**src/rtl/pinbank_pkg.sv**
```systemverilog
package pinbank_pkg;
   localparam int unsigned WORD_W = 32;

   // Bits of word w that hold a real pin when npins pins are packed.
   function automatic logic [WORD_W-1:0] live_mask(int unsigned w, int unsigned npins);
      logic [WORD_W-1:0] m;
      m = '0;
      for (int unsigned b = 0; b < WORD_W; b++) begin
         if (w * WORD_W + b < npins) m[b] = 1'b1;
      end
      return m;
   endfunction
endpackage

```
**src/rtl/pin_sync.sv**
```systemverilog
module pin_sync #(
   parameter int unsigned W = 90
) (
   input  logic         clk,
   input  logic         rst_n,
   input  logic [W-1:0] d,
   output logic [W-1:0] q
);
   logic [W-1:0] stage1_q;
   logic [W-1:0] stage2_q;
   logic [1:0]   warm_q;

   always_ff @(posedge clk or negedge rst_n) begin
      if (!rst_n) begin
         stage1_q <= '0;
         stage2_q <= '0;
      end else begin
         stage1_q <= d;
         stage2_q <= stage1_q;
      end
   end

   // Counts edges since reset so the lag check never looks before reset.
   always_ff @(posedge clk or negedge rst_n) begin
      if (!rst_n)               warm_q <= 2'd0;
      else if (warm_q != 2'd2)  warm_q <= warm_q + 2'd1;
   end

   assign q = stage2_q;

   assert_level_lag_R7: assert property (@(posedge clk) disable iff (!rst_n)
      (warm_q == 2'd2) |-> (q == $past(d, 2)));
endmodule

```
**src/rtl/dir_bank.sv**
```systemverilog
module dir_bank
   import pinbank_pkg::*;
#(
   parameter int unsigned NUM_PINS  = 90,
   parameter int unsigned INV_FIRST = 86,
   parameter int unsigned NUM_WORDS = 3,
   parameter int unsigned IDX_W     = 3
) (
   input  logic                          clk,
   input  logic                          rst_n,
   input  logic                          wr_en,
   input  logic [IDX_W-1:0]              wr_word,
   input  logic [WORD_W-1:0]             wr_data,
   output logic [NUM_WORDS*WORD_W-1:0]   dir_flat,
   output logic [NUM_PINS-1:0]           oe
);
   logic [NUM_WORDS-1:0][WORD_W-1:0] dir_q;

   for (genvar w = 0; w < NUM_WORDS; w++) begin : g_word
      localparam logic [WORD_W-1:0] MASK = live_mask(w, NUM_PINS);

      always_ff @(posedge clk or negedge rst_n) begin
         if (!rst_n)
            dir_q[w] <= '0;
         else if (wr_en && wr_word == IDX_W'(w))
            dir_q[w] <= wr_data & MASK;
      end

      assert_dir_store_R2: assert property (@(posedge clk) disable iff (!rst_n)
         (wr_en && wr_word == IDX_W'(w)) |=> (dir_q[w] == ($past(wr_data) & MASK)));

      assert_resv_zero_R6: assert property (@(posedge clk) disable iff (!rst_n)
         (dir_q[w] & ~MASK) == '0);
   end

   assign dir_flat = dir_q;

   // Output enable polarity: straight below INV_FIRST, inverted from it up.
   for (genvar p = 0; p < NUM_PINS; p++) begin : g_pin
      if (p >= INV_FIRST) begin : g_inv
         assign oe[p] = ~dir_flat[p];
      end else begin : g_str
         assign oe[p] = dir_flat[p];
      end
   end
endmodule

```
**src/rtl/reg_read.sv**
```systemverilog
module reg_read
   import pinbank_pkg::*;
#(
   parameter int unsigned NUM_WORDS = 3,
   parameter int unsigned IDX_W     = 3
) (
   input  logic                        clk,
   input  logic                        rst_n,
   input  logic [IDX_W-1:0]            idx,
   input  logic [NUM_WORDS*WORD_W-1:0] level_flat,
   input  logic [NUM_WORDS*WORD_W-1:0] dir_flat,
   output logic [WORD_W-1:0]           rdata
);
   localparam int unsigned MAPPED = 2 * NUM_WORDS;

   always_comb begin
      rdata = '0;
      if (int'(idx) < NUM_WORDS)
         rdata = level_flat[int'(idx) * WORD_W +: WORD_W];
      else if (int'(idx) < MAPPED)
         rdata = dir_flat[(int'(idx) - NUM_WORDS) * WORD_W +: WORD_W];
   end

   assert_unmapped_zero_R9: assert property (@(posedge clk) disable iff (!rst_n)
      (int'(idx) >= MAPPED) |-> (rdata == '0));
endmodule

```
**src/rtl/pinbank_gpio.sv**
```systemverilog
module pinbank_gpio
   import pinbank_pkg::*;
#(
   parameter int unsigned NUM_PINS  = 90,
   parameter int unsigned INV_FIRST = 86,
   parameter int unsigned ADDR_W    = 5
) (
   input  logic                 clk,
   input  logic                 rst_n,
   input  logic [ADDR_W-1:0]    bus_addr,
   input  logic                 bus_we,
   input  logic [WORD_W-1:0]    bus_wdata,
   output logic [WORD_W-1:0]    bus_rdata,
   input  logic [NUM_PINS-1:0]  pad_in,
   output logic [NUM_PINS-1:0]  pad_oe
);
   localparam int unsigned NUM_WORDS = (NUM_PINS + WORD_W - 1) / WORD_W;
   localparam int unsigned IDX_W     = ADDR_W - 2;

   if (NUM_PINS < 1) begin : g_err_pins
      $error("pinbank_gpio: NUM_PINS must be at least 1");
   end
   if (INV_FIRST > NUM_PINS) begin : g_err_inv
      $error("pinbank_gpio: INV_FIRST beyond NUM_PINS");
   end
   if (ADDR_W < 3 || 2 * NUM_WORDS > (1 << IDX_W)) begin : g_err_addr
      $error("pinbank_gpio: ADDR_W too small for the register map");
   end

   logic [IDX_W-1:0]              word_idx;
   logic                          unused_lsb;
   logic                          dir_hit;
   logic [IDX_W-1:0]              dir_word;
   logic [NUM_PINS-1:0]           level_q;
   logic [NUM_WORDS*WORD_W-1:0]   level_flat;
   logic [NUM_WORDS*WORD_W-1:0]   dir_flat;

   assign word_idx   = bus_addr[ADDR_W-1:2];
   assign unused_lsb = ^bus_addr[1:0];
   assign dir_hit    = (int'(word_idx) >= NUM_WORDS) && (int'(word_idx) < 2 * NUM_WORDS);
   assign dir_word   = word_idx - IDX_W'(NUM_WORDS);
   assign level_flat = (NUM_WORDS*WORD_W)'(level_q);

   pin_sync #(.W(NUM_PINS)) u_sync (
      .clk   (clk),
      .rst_n (rst_n),
      .d     (pad_in),
      .q     (level_q)
   );

   dir_bank #(
      .NUM_PINS  (NUM_PINS),
      .INV_FIRST (INV_FIRST),
      .NUM_WORDS (NUM_WORDS),
      .IDX_W     (IDX_W)
   ) u_dir (
      .clk      (clk),
      .rst_n    (rst_n),
      .wr_en    (bus_we && dir_hit),
      .wr_word  (dir_word),
      .wr_data  (bus_wdata),
      .dir_flat (dir_flat),
      .oe       (pad_oe)
   );

   reg_read #(
      .NUM_WORDS (NUM_WORDS),
      .IDX_W     (IDX_W)
   ) u_rd (
      .clk        (clk),
      .rst_n      (rst_n),
      .idx        (word_idx),
      .level_flat (level_flat),
      .dir_flat   (dir_flat),
      .rdata      (bus_rdata)
   );

   // only a direction offset may alter enables.
   assert_oe_hold_R8: assert property (@(posedge clk) disable iff (!rst_n)
      !(bus_we && dir_hit) |=> $stable(pad_oe));
endmodule

```
**config.mk**
```make
export PLATFORM = sky130hd
export DESIGN_NAME = pinbank_gpio
export DESIGN_NICKNAME = d
export VERILOG_FILES = /design/src/rtl/pinbank_pkg.sv /design/src/rtl/pin_sync.sv /design/src/rtl/dir_bank.sv /design/src/rtl/reg_read.sv /design/src/rtl/pinbank_gpio.sv
export SDC_FILE = /design/constraint.sdc
export NUM_CORES = 1
export LEC_CHECK = 0
export BUFFER_PORTS_ARGS = -buffer_cell sky130_fd_sc_hd__buf_2
export CORE_MARGIN = 3
export CORE_UTILIZATION = 50
export DETAILED_ROUTE_END_ITERATION = 16
export GPL_TIMING_DRIVEN = 1
export PLACE_DENSITY = 0.85
export REMOVE_ABC_BUFFERS = 1
export SLEW_MARGIN = 25
export SYNTH_ARGS = -nofsm -noshare
export SYNTH_HDL_FRONTEND = slang
export SYNTH_HIERARCHICAL = 1
export SYNTH_SLANG_ARGS = --single-unit
export TNS_END_PERCENT = 10
```
**constraint.sdc**
```tcl
create_clock -name clk -period 1.5 [get_ports clk]
set_input_delay 0.075 -clock clk [delete_from_list [all_inputs] [get_ports clk]]
set_output_delay 0.075 -clock clk [all_outputs]
set_load 0.03 [all_outputs]
```
==> results of run 1 <==
[critical path: stages]
cell and delay, ns:
buf_12 0.11, buf_8 0.12, ha_4 0.33, buf_6 0.12, buf_12 0.11, mux2_2 0.35, a22oi_2 0.17, o2bb2ai_2 0.09
buf_4 0.17
[metrics by stage]
step / setup TNS [ns] / instance area [µm²] / total power, W
final: -5.67 / 14600 / 0.0222
after global routing: -7.33 / 14600 / 0.0230
after CTS: -5.86 / 14500 / 0.0219
after detailed placement: -53.30 / 11700 / 0.0143
after global placement: -51.64 / 11700 / 0.0141
after floorplan: -203.84 / 9520 / 0.0122
[sequential cells by signal, summed over array words and instances, names as in the netlist]
register,cells
u_dir/dir_flat,90
u_sync/q,90
u_sync/stage1_q,90
[cells by family after synthesis]
family / synth area share (%)
AND/OR/NAND/NOR: 0.968
other: 0.0717
AO/OA/AOI/OAI: 8.03
multiplexers: 16.2
buffers and inverters: 9.77
adder cells (fa/ha/maj): 0.478
flip-flops: 64.5
[cell usage in the layout (no fill, tap or decap), types with 3 or more instances in the layout]
cell / instances
buf_16: 3
buf_4: 50
conb_1: 12
clkbuf_8: 8
buf_2: 214
mux2i_1: 32
clkbuf_16: 27
ha_1: 3
dlygate4sd3_1: 123
nor2b_4: 3
clkinv_2: 5
clkbuf_1: 4
buf_12: 23
mux2_2: 79
buf_6: 13
mux2_1: 25
o2bb2ai_2: 17
o2bb2ai_1: 47
buf_8: 3
dfrtp_1: 270
mux2_4: 18
inv_1: 8
a22oi_2: 29
[routing by layer]
metal,GRT usage (%),routed length [µm],up-vias
li1,-,-,2987
met1,30.4,10900,3535
met2,45.9,15600,315
met3,5.48,2040,73
met4,10.0,909,0
met5,0,0,-
[report_power, final]
part	leakage (nW)	switching, W	internal (W)
registers	3.20	0.000852	0.00836
logic	3.16	0.00361	0.00258
clock network	0.447	0.00274	0.00403
total	6.81	0.00721	0.0150
[how the worst max path moves through the flow]
stage / startpoint / to / depth (start not counted)
2_1_floorplan: bus_addr[2] / u_dir/dir_flat[32] / 6
3_3_place_gp: bus_addr[2] / u_dir/dir_flat[39] / 8
3_5_place_dp: bus_addr[2] / u_dir/dir_flat[32] / 8
4_1_cts: u_dir/dir_flat[81] / bus_rdata[17] / 4
5_1_grt: u_dir/dir_flat[12] / bus_rdata[12] / 4
6_report: bus_addr[2] / bus_rdata[27] / 9
[final cells by class]
type | instances | area, µm² | share of cell area, %
diodes | 2 | 5.00 | 0.0343
flip-flops and latches | 270 | 6760 | 46.3
clock inverters | 9 | 101 | 0.695
well taps | 270 | 338 | 2.32
clock buffers | 39 | 801 | 5.49
repair buffers | 430 | 3440 | 23.6
inverters | 8 | 30.0 | 0.206
multi-input cells | 280 | 3110 | 21.3
[what timing repair did]
item | in CTS | in global routing
buffers inserted | 17 | 2
pin swaps | 15 | 10
gates resized for setup | 97 | 25
hold buffers | 123 | 0
setup endpoints to repair | 32 | 32
hold endpoints to repair | 450 | 0
gates cloned | 4 | 0
==> flow_metrics.tcl, run 1 <==
set metrics [dict create \
    rrSetupSlack_ns 0.53 \
    powerDensity_mw_per_mm2 1520 \
    grt_util_all_layers_pct 25.7 \
    grt_pass1_vias 7875 \
    rsz0062_at_grt "true" \
    syn_inst 679 \
    final_cells 1308 \
    start_util_pct 51.3 \
    fin_util_pct 71.4 \
    holdCritPathClass "input port to async pin" \
    fillers 1231 \
    synthTopCellsByArea "dfrtp_1, mux2_2, buf_4" \
    ios 252 \
    grt_pass1_wl_um 44400 \
    fmax_ghz 0.577 \
    ys_seq_area_share_pct 64.5 \
    cts_sinks 270 \
    synth_common_cells "dfrtp_1, buf_4, mux2_2" \
    overflow 0 \
    grt_max_degree 53 \
    status "finished, violations left" \
    die-area_mm2 0.0227 \
    synth.yosys.warnings 6 \
    area_growth_pct 39.3 \
    ant_nets 0 \
    final_nets 1151 \
    finalCriticalPeriod_ns 1.73 \
    drive_above_1_share_pct 48.7 \
    place.gp.congestion 0.781 \
    io_buffer_count 249 \
    ys_seq_elements 270 \
    critPathRequiredTime_ns 1.42 \
    synthArstFlopShare_pct 100 \
    fp-row-count 52 \
    place_inst 1112 \
    cp_max_fo 6 \
    fp.dieW_um 151 \
    end_kind "output port" \
    syn_area_per_cell_um2 15.4 \
    arrival_ns 1.66 \
    drtPass1Iterations 4 \
    peakVddDrop_uv 1130 \
    netlist_area_mm2 0.0105 \
    ys_types 26 \
    crit_type "input port to output port" \
    routedWlPerCell_um 22.5 \
    yosys.area.top_type "dfrtp_1" \
    cts_tree "yes" \
    finalHoldViolations 0 \
    cts_buffer_depth 3 \
    drt_iter0_drc 300 \
    reg2reg_depth 2 \
    reg2reg_to "u_dir/dir_flat[85]" \
    root_buffer "clkbuf_16" \
    dp_hpwl_um 15900 \
    violations "negative setup slack" \
    core_area_mm2 0.0204 \
    drt_wl_total_um 29400 \
    yosysMostFrequentCell "dfrtp_1" \
    synth_edf_count 0 \
    clkTransAtPathRegs_ns 0.06 \
    cts_buffers 27 \
    p_leak_nw 6.81 \
    synth-main-ff-cell "dfrtp_1" \
    fin_crit_sh_pct 115 \
    final-setup-viol-count 32 \
    maxCapViolations 0 \
    clock-skew-final_ns 0.0149 \
    synthDominantCellAreaShare_pct 64.5 \
    layout_setup_ws_ns -0.232 \
    num_vias 6910 \
    antenna_found_initial 2 \
    viasPerCell 5.28 \
    start_kind "input port" \
    dp_slack_ns -0.504 \
    clock_latency_ns 0.52 \
    r2r_start "u_dir/dir_flat[85]" \
    htreeDepth 1 \
    drc_errors 0 \
    whs_ns 0.0555 \
    die_h_um 151 \
    slew_viol_final 0 \
]
(Power assumes the default switching activity.)
==> run 2: changes to the inputs <==
ABC_AREA = 1   (was default)
==> flow_metrics.tcl, run 2 <==
set metrics [dict create \
    clock_latency_ns 0.55 \
    powerDensity_mw_per_mm2 1460 \
    holdCritPathClass "input port to async pin" \
    synthTopCellsByArea "dfrtp_1, nand2_1, nand3_1" \
    root_buffer "clkbuf_16" \
    grt_max_degree 47 \
    crit_path_max_incr_delay_ns 0.35 \
    violations "negative setup slack" \
    dp_hpwl_um 20300 \
    cp_max_fo 2 \
    cts_buffers 27 \
    place.gp.congestion 0.821 \
    final.setup.tns_ns -2.44 \
    layout_commonest_cell "nand2_1" \
    peakVddDrop_uv 1140 \
    cp_top_family "simple AND/OR/NAND/NOR gates" \
    io_buffer_count 249 \
    crit_type "flip-flop to output port" \
    syn_area_per_cell_um2 8.88 \
    fin_util_pct 70.3 \
    synth.yosys.warnings 6 \
    p_leak_nw 8.50 \
    core_area_mm2 0.0220 \
    routedWlPerCell_um 19.8 \
    final_cell_mix "nand2_1, dfrtp_1, buf_2, nand3_1, inv_1" \
    synth_common_cells "nand2_1, dfrtp_1, nand3_1" \
    fp-row-count 54 \
    start_util_pct 51.4 \
    ios 252 \
    cts_sinks 270 \
    drtPass1Iterations 6 \
    finalCriticalPeriod_ns 1.65 \
    cts_buffer_depth 3 \
    final_nets 1757 \
    maxCapViolations 0 \
    path_cells "inv_1 -> nand2_1 -> nand3_2 -> nand2_2 -> nand2_2 -> nand2_1 -> buf_6" \
    r2r_start "u_dir/dir_flat[48]" \
    grt_pass1_wl_um 56400 \
    crit_start "u_dir/dir_flat[1]" \
    status "finished, violations left" \
    drive_above_1_share_pct 28.8 \
    cts_tree "yes" \
    ys_seq_area_share_pct 59.7 \
    overflow 0 \
    drt_wl_total_um 38200 \
    final-setup-viol-count 33 \
    arrival_ns 1.58 \
    syn_inst 1274 \
    drt_iter0_drc 791 \
    viasPerCell 5.35 \
    layout_setup_ws_ns -0.150 \
    num_vias 10300 \
    whs_ns 0.00697 \
    yosysMostFrequentCell "nand2_1" \
    finalHoldViolations 0 \
    clkTransAtPathRegs_ns 0.07 \
    drc_errors 0 \
    netlist_area_mm2 0.0113 \
    grt_pass1_vias 10800 \
    multi_input_area_mm2 0.00324 \
    start_kind "flip-flop" \
    rsz0062_at_grt "true" \
    fmax_ghz 0.606 \
    die_h_um 156 \
    crit_buf_inv 2 \
    ant_nets 0 \
    synth-main-ff-cell "dfrtp_1" \
    fillers 1436 \
    synth_edf_count 0 \
    grt_util_all_layers_pct 29.5 \
    fp.dieW_um 156 \
    synthDominantCellAreaShare_pct 59.7 \
    critPathRequiredTime_ns 1.42 \
    slew_viol_final 0 \
    antenna_found_initial 0 \
    area_growth_pct 36.8 \
    ys_seq_elements 270 \
    register_area_mm2 0.00676 \
    htreeDepth 1 \
    end_kind "output port" \
    yosys.area.top_type "dfrtp_1" \
    ys_types 23 \
    slowest_stage "dfrtp_1" \
    dp_slack_ns -0.160 \
    fin_crit_sh_pct 110 \
    die-area_mm2 0.0245 \
    clock-skew-final_ns 0.0177 \
    synthArstFlopShare_pct 100 \
]
[run 2: cell types whose count changed in the layout (fill, tap and decap cells not counted), sizes merged, moves of 3 or more]
cell and delta:
o2bb2ai -64, inv +138, a22oi -31, clkinvlp +3, buf +30, clkbuf -5, nor2 +7, mux2 -122
mux2i -32, nor2b -4, nand2 +537, nand3 +155, bufinv +3
[run 2: kinds of logic after synthesis]
group | share of synthesized area [%]
AOI/OAI and AO/OA | 0.122
adders and majority gates | 0.442
buffers and inverters | 14.0
and+or+nand+nor | 25.6
xor gates and xnor gates | 0.0774
other | 0.0664
DFF | 59.7
[run 2: metal layers]
layer / GRT usage, % / wire length [µm]
met2: 52.1 / 19400
met1: 32.7 / 12800
met5: 0 / 0
met4: 17.9 / 2590
met3: 5.95 / 3390
[run 2: repair_timing]
action	CTS	global route
pin swaps	13	19
setup endpoints to repair	32	32
resized for setup	72	64
endpoints found under the hold margin	450	0
hold buffers	123	0
buffers inserted	18	16
gates cloned	1	1
[run 2: per-stage QoR]
step                      total power, W  cells  instance area [µm²]
after floorplan                   0.0120   1134                10300
after global placement            0.0139   1715                12500
after detailed placement          0.0141   1715                12500
after CTS                         0.0220   1905                15100
after global routing              0.0234   1922                15500
final                             0.0226   1924                15500
[run 2: area by class of cell]
cell class / count / share of cell area [%]
flip-flops and latches: 270 / 43.6
clock buffers: 33 / 4.83
diodes: 2 / 0.0323
repair buffers: 460 / 23.3
clock inverters: 15 / 1.48
well taps: 280 / 2.26
multi-input cells: 720 / 21.0
inverters: 144 / 3.51
[run 2: path summary, 6_finish.rpt]
| kind | end | slack, ns | cells past startpoint |
|---|---|---|---|
| worst max-delay path | bus_rdata[1] | -0.15 | 7 |
| worst min-delay path | u_sync/q[52] | 0.007 | 2 |
| worst max register to register | u_dir/dir_flat[48] | 0.47 | 4 |
| worst min register to register | u_sync/q[51] | 0.34 | 0 |
| max in group asynchronous | u_dir/dir_flat[72] | 0.80 | 3 |
| min in group clk | u_sync/stage1_q[53] | 0.16 | 2 |
[run 2: power by group]
| group | switching, W | internal (W) |
|---|---|---|
| Clock | 0.00293 | 0.00442 |
| Combinational | 0.00415 | 0.00210 |
| Sequential | 0.000742 | 0.00827 |
